[src/rtl/azs_pkg.sv]
package azs_pkg;

    localparam int NSEG = 8;

    typedef logic [2:0] gate_t;

    // Which of the four sector states a segment emits.
    typedef enum logic [1:0] {
        ROLE_ZERO_A = 2'd0,
        ROLE_ACT_1  = 2'd1,
        ROLE_ACT_2  = 2'd2,
        ROLE_ZERO_B = 2'd3
    } role_e;

    // The pattern is mirrored: 0 1 2 3 | 4 5 6 7 maps to ZA A1 A2 ZB | ZB A2 A1 ZA.
    function automatic role_e seg_role(input logic [2:0] seg);
        logic [1:0] half;
        half = seg[2] ? ~seg[1:0] : seg[1:0];
        return role_e'(half);
    endfunction

    // Bit 2 is leg A, bit 0 is leg C.
    function automatic gate_t sector_state(input logic [2:0] sec, input role_e r);
        gate_t v;
        v = 3'b101;
        unique case (sec)
            3'd2: case (r)
                ROLE_ZERO_A: v = 3'b011;
                ROLE_ACT_1:  v = 3'b010;
                ROLE_ACT_2:  v = 3'b110;
                default:     v = 3'b100;
            endcase
            3'd3: case (r)
                ROLE_ZERO_A: v = 3'b110;
                ROLE_ACT_1:  v = 3'b010;
                ROLE_ACT_2:  v = 3'b011;
                default:     v = 3'b001;
            endcase
            3'd4: case (r)
                ROLE_ZERO_A: v = 3'b101;
                ROLE_ACT_1:  v = 3'b001;
                ROLE_ACT_2:  v = 3'b011;
                default:     v = 3'b010;
            endcase
            3'd5: case (r)
                ROLE_ZERO_A: v = 3'b011;
                ROLE_ACT_1:  v = 3'b001;
                ROLE_ACT_2:  v = 3'b101;
                default:     v = 3'b100;
            endcase
            3'd6: case (r)
                ROLE_ZERO_A: v = 3'b110;
                ROLE_ACT_1:  v = 3'b100;
                ROLE_ACT_2:  v = 3'b101;
                default:     v = 3'b001;
            endcase
            default: case (r)
                ROLE_ZERO_A: v = 3'b101;
                ROLE_ACT_1:  v = 3'b100;
                ROLE_ACT_2:  v = 3'b110;
                default:     v = 3'b010;
            endcase
        endcase
        return v;
    endfunction

endpackage

[src/rtl/azs_dwell_split.sv]
module azs_dwell_split #(
    parameter int DW = 8
) (
    input  logic [DW-1:0]         dwell_a,
    input  logic [DW-1:0]         dwell_b,
    input  logic [DW-1:0]         dwell_z,
    output logic [7:0][DW-1:0]    seg_len
);
    localparam logic [DW-1:0] ONE = DW'(1);

    logic [DW-1:0] a_lo, a_hi, b_lo, b_hi, z_q;
    logic [1:0]    z_r;
    logic          all_zero;

    always_comb begin
        a_lo     = dwell_a >> 1;
        a_hi     = a_lo + (dwell_a[0] ? ONE : '0);
        b_lo     = dwell_b >> 1;
        b_hi     = b_lo + (dwell_b[0] ? ONE : '0);
        z_q      = dwell_z >> 2;
        z_r      = dwell_z[1:0];
        all_zero = (dwell_a == '0) && (dwell_b == '0) && (dwell_z == '0);

        seg_len[0] = all_zero ? ONE : z_q + ((z_r != 2'd0) ? ONE : '0);
        seg_len[1] = a_hi;
        seg_len[2] = b_hi;
        seg_len[3] = z_q + ((z_r > 2'd1) ? ONE : '0);
        seg_len[4] = z_q + ((z_r > 2'd2) ? ONE : '0);
        seg_len[5] = b_lo;
        seg_len[6] = a_lo;
        seg_len[7] = z_q;
    end
endmodule

[src/rtl/azs_seg_pick.sv]
module azs_seg_pick #(
    parameter int DW   = 8,
    parameter int NSEG = 8
) (
    input  logic [NSEG-1:0][DW-1:0] seg_len,
    input  logic [3:0]              from_idx,
    output logic                    hit,
    output logic [2:0]              idx
);
    // Lowest non-empty segment at or above from_idx.
    always_comb begin
        hit = 1'b0;
        idx = 3'd0;
        for (int k = NSEG - 1; k >= 0; k--) begin
            if (seg_len[k] != '0 && 4'(k) >= from_idx) begin
                hit = 1'b1;
                idx = 3'(k);
            end
        end
    end
endmodule

[src/rtl/azs_vec_lut.sv]
module azs_vec_lut
    import azs_pkg::*;
(
    input  logic [2:0] sector,
    input  logic [2:0] seg,
    output gate_t      gate
);
    always_comb gate = sector_state(sector, seg_role(seg));
endmodule

[src/rtl/azs_sequencer.sv]
module azs_sequencer
    import azs_pkg::*;
#(
    parameter int DW = 8
) (
    input  logic          clk,
    input  logic          rst_n,
    input  logic [2:0]    sector_i,
    input  logic [DW-1:0] dwell_a_i,
    input  logic [DW-1:0] dwell_b_i,
    input  logic [DW-1:0] dwell_z_i,
    output logic [2:0]    gate_o,
    output logic [2:0]    seg_o
);
    typedef struct packed {
        logic                   live;
        logic [2:0]             sec;
        logic [2:0]             seg;
        logic [DW-1:0]          left;
        logic [NSEG-1:0][DW-1:0] len;
        gate_t                  gate;
    } st_t;

    st_t q, d;

    logic [2:0]              sec_in;
    logic [NSEG-1:0][DW-1:0] new_len;
    logic                    new_hit, cur_hit;
    logic [2:0]              new_idx, cur_idx;
    gate_t                   new_gate, cur_gate;
    logic [3:0]              cur_from;
    logic                    seg_end;
    logic                    wrap_w;
    logic [DW-1:0]           left_w;

    assign sec_in   = (sector_i >= 3'd1 && sector_i <= 3'd6) ? sector_i : 3'd1;
    assign cur_from = {1'b0, q.seg} + 4'd1;

    azs_dwell_split #(.DW(DW)) u_split (
        .dwell_a (dwell_a_i),
        .dwell_b (dwell_b_i),
        .dwell_z (dwell_z_i),
        .seg_len (new_len)
    );

    azs_seg_pick #(.DW(DW), .NSEG(NSEG)) u_pick_new (
        .seg_len  (new_len),
        .from_idx (4'd0),
        .hit      (new_hit),
        .idx      (new_idx)
    );

    azs_seg_pick #(.DW(DW), .NSEG(NSEG)) u_pick_cur (
        .seg_len  (q.len),
        .from_idx (cur_from),
        .hit      (cur_hit),
        .idx      (cur_idx)
    );

    azs_vec_lut u_lut_new (.sector(sec_in), .seg(new_idx), .gate(new_gate));
    azs_vec_lut u_lut_cur (.sector(q.sec),  .seg(cur_idx), .gate(cur_gate));

    always_comb begin
        d       = q;
        seg_end = (q.left <= DW'(1));
        wrap_w  = !q.live || (seg_end && !cur_hit);
        if (wrap_w) begin
            d.live = 1'b1;
            d.sec  = sec_in;
            d.len  = new_len;
            d.seg  = new_idx;
            d.left = new_hit ? new_len[new_idx] : DW'(1);
            d.gate = new_gate;
        end else if (seg_end) begin
            d.seg  = cur_idx;
            d.left = q.len[cur_idx];
            d.gate = cur_gate;
        end else begin
            d.left = q.left - DW'(1);
        end
    end

    always_ff @(posedge clk) begin
        if (!rst_n) begin
            q.live <= 1'b0;
            q.sec  <= 3'd1;
            q.seg  <= 3'd0;
            q.left <= '0;
            q.len  <= '0;
            q.gate <= 3'b101;
        end else begin
            q <= d;
        end
    end

    assign gate_o = q.gate;
    assign seg_o  = q.seg;
    assign left_w = q.left;
endmodule

[config.mk]
export PLATFORM = sky130hd
export DESIGN_NAME = azs_sequencer
export DESIGN_NICKNAME = d
export VERILOG_FILES = /design/src/rtl/azs_pkg.sv /design/src/rtl/azs_dwell_split.sv /design/src/rtl/azs_seg_pick.sv /design/src/rtl/azs_vec_lut.sv /design/src/rtl/azs_sequencer.sv
export SDC_FILE = /design/constraint.sdc
export NUM_CORES = 1
export LEC_CHECK = 0
export BUFFER_PORTS_ARGS = -buffer_cell sky130_fd_sc_hd__buf_2
export CORE_UTILIZATION = 67
export CTS_CLUSTER_DIAMETER = 30
export CTS_CLUSTER_SIZE = 12
export DETAILED_ROUTE_END_ITERATION = 12
export PLACE_DENSITY = 0.93
export SYNTH_ARGS = -nofsm -noshare
export SYNTH_HDL_FRONTEND = slang
export SYNTH_SLANG_ARGS = --single-unit
[constraint.sdc]
create_clock -name clk -period 5.7 [get_ports clk]
set_clock_uncertainty 0.2 [all_clocks]
set_input_delay 0 -clock clk [delete_from_list [all_inputs] [get_ports clk]]
set_output_delay 0 -clock clk [all_outputs]
set_load 0.02 [all_outputs]
==> impl_metrics.ini <==
[worst_setup_path]
crit_buf_inv = 2
slowest_stage = o41ai_1
critPathMaxStageDelay_ps = 900
critPathKind = flop to flop
critical-path-top-delay-family = compound AO/OA/AOI/OAI gates
cpMostUsedCell = nand3_1
path_max_fanout = 34
cp-start-kind = flop
worst_ep_arrival_time_ps = 4470
path_cells = inv_1, ha_1, a21boi_0, o41ai_1, nand3_1, o21ai_4, nand3_1, dlygate4sd3_1, a21oi_1
critPathCaptureType = flop
required_ps = 5780

[die]
rows = 33
initial_core_util = 0.690
die-area_um2 = 8840
pin_count = 35
die_x_um = 94.0
core_area_um2 = 8220
die_y_um = 94.0

[clocking]
clockRootBuffer = clkbuf_8
cts_tree = done
numCtsBuffers = 9
clkTransAtPathRegs_ps = 100
cts.htree.levels = 3
insertion_delay_ps = 360
cts_buffer_depth = 2
clock-sinks = 75
postCtsSetupBuffers = 0

[routing]
first_iter_violations = 632
drc = 0
avgRoutedWirePerCell_um = 22.1
postRouteAntennaNets = 0
first_pass_iters = 8
totalWireLength_um = 19300
num_vias = 6143
vias_per_cell = 7.03

[yosys]
netlist_area_um2 = 5670
synth_cell_type_count = 78
syn_nets = 797
synth_edf_count = 0
synthCells = 750
synth_warnings = 0
seq_area_frac_synth = 0.265
ys_ff_latch = 75
ys.flop_type = dfxtp_1
async_reset_ff_frac = 0
syn_avg_cell_area_um2 = 7.56

[timing]
hold_violations = 0
fmax_mhz = 228
grt_setup_unrepaired = no
setup_viol = 0
max_slew_margin = 0.312
tns_ps = 0
period_needed_ps = 4380
period_share = 0.769
drv_slew = 0
worst_slew_pin_slew_ps = 1030

[global_route]
grt_most_used_layer = met2
use_met2 = 0.682
grt_usage = 0.440
grt-ovfl-total = 0
met3_usage = 0.127
grt_util_met1 = 0.537
grt_max_degree = 59
grt_pass1_vias = 5642
antenna_found_initial = 0
grt_pass1_wl_um = 29300

[final_layout]
fillers = 630
seq_area_um2 = 1500
drive_above_1_share = 0.111
fin_nets = 811
synthToLayoutAreaGrowth_pct = 8.84
final_util = 0.751
n_antenna_cell = 0
multi_input_area_um2 = 3800

[power]
clkPwrFrac = 0.273
p_int_uw = 914
ir_drop_mv = 0.146
power_switching_uw = 583
swShare = 0.389
pwr-share-comb = 0.321
leakage_nw = 2.35
power_frac_seq = 0.406
total_power_mw = 1.50
p_per_area_nw_per_um2 = 242

[status]
status = finished, final reports clean

[worst_hold_path]
worst_hold_path_type = input port to flop

[place]
portBuffers = 34
hpwl_um = 14100
place.gp.congestion = 1.04

[job]
drv_cap = 0
## metrics by stage
step / setup WS (ps) / hold slack [ps] / instances / cell area [µm²]
floorplan: 2690 / -59.5 / 750 / 5670
global placement: 1770 / 103 / 832 / 5720
detailed placement: 1540 / 111 / 832 / 5720
CTS: 1420 / 22.2 / 874 / 6170
global route: 1160 / 52.6 / 874 / 6170
finish: 1320 / 51.4 / 874 / 6170
## area by class of cell
type                    count  area share
clock inverters             7      0.0116
flip-flops and latches     75       0.243
multi-input cells         595       0.616
well taps                 105      0.0213
inverters                  19      0.0116
clock buffers               9      0.0201
repair buffers             64      0.0766
## worst min-delay path: stages
cell and delay, ps:
buf_2 110, inv_1 50, ha_1 190, nand2_1 70, a21oi_1 140
## per-layer routing
layer,part of all wire,vias up,routed length (µm)
li1,-,2768,-
met1,0.38,2833,7350
met2,0.44,436,8510
met3,0.12,106,2250
met4,0.061,0,1180
met5,0,-,0
## sequential cells by signal, summed over array words and instances (netlist names)
signal  cells
gate_o      3
left_w      8
q          61
seg_o       3
## worst paths after layout
path	startpoint	endpoint	slack (ps)	cells past startpoint
min	dwell_b_i[0]	q[19]	50	5
max reg2reg	seg_o[0]	q[79]	1320	9
max	seg_o[0]	q[79]	1320	9
min reg2reg	q[61]	q[61]	280	2
## layout by cell type (no fill, tap or decap), drive strengths merged, types with 7 or more instances in the layout
| master | instances |
|---|---|
| xnor2 | 14 |
| nor4 | 16 |
| dfxtp | 75 |
| nand3 | 32 |
| dlygate4sd3 | 26 |
| inv | 21 |
| buf | 38 |
| clkbuf | 9 |
| nor3 | 25 |
| nand2b | 7 |
| nand2 | 99 |
| and3 | 10 |
| ha | 18 |
| a21oi | 62 |
| o22ai | 9 |
| a211oi | 28 |
| mux2i | 16 |
| or3 | 8 |
| o21ai | 35 |
| xor2 | 21 |
| nor2 | 63 |
| or2 | 7 |
| o211ai | 8 |
| nand4 | 7 |
## what timing repair did
action                                  in CTS  in global routing
hold endpoints to repair                    39                  0
endpoints found under the setup margin       0                  0
gates resized for setup                      0                  0
hold buffers                                26                  0
## kinds of logic after synthesis
logic type,after synthesis,synth area share
AOI/OAI and AO/OA,211,0.255
xor gates and xnor gates,35,0.0540
adders and majority gates,18,0.0397
buffers and inverters,80,0.0704
DFF,75,0.265
muxes,22,0.0401
and+or+nand+nor,309,0.276
## synthesized netlist by cell type (all sizes together), types with 18 or more instances
cell    number  area (µm²)
clkbuf      29         109
nand2       99         372
buf         32         219
nor2        63         236
o21ai       35         179
dfxtp       75        1500
nand3       32         160
xor2        21         184
ha          18         225
inv         18        67.6
a21oi       62         310
nor3        25         125
a211oi      28         215
## power by group through the flow
stage / combinational, mW / sequential, mW / clock [mW]
after floorplan: 0.342 / 0.598 / 0
after global placement: 0.437 / 0.614 / 0
after detailed placement: 0.446 / 0.617 / 0
after CTS: 0.463 / 0.604 / 0.405
after global routing: 0.510 / 0.611 / 0.430
final: 0.480 / 0.608 / 0.409
(Power assumes the default switching activity.)
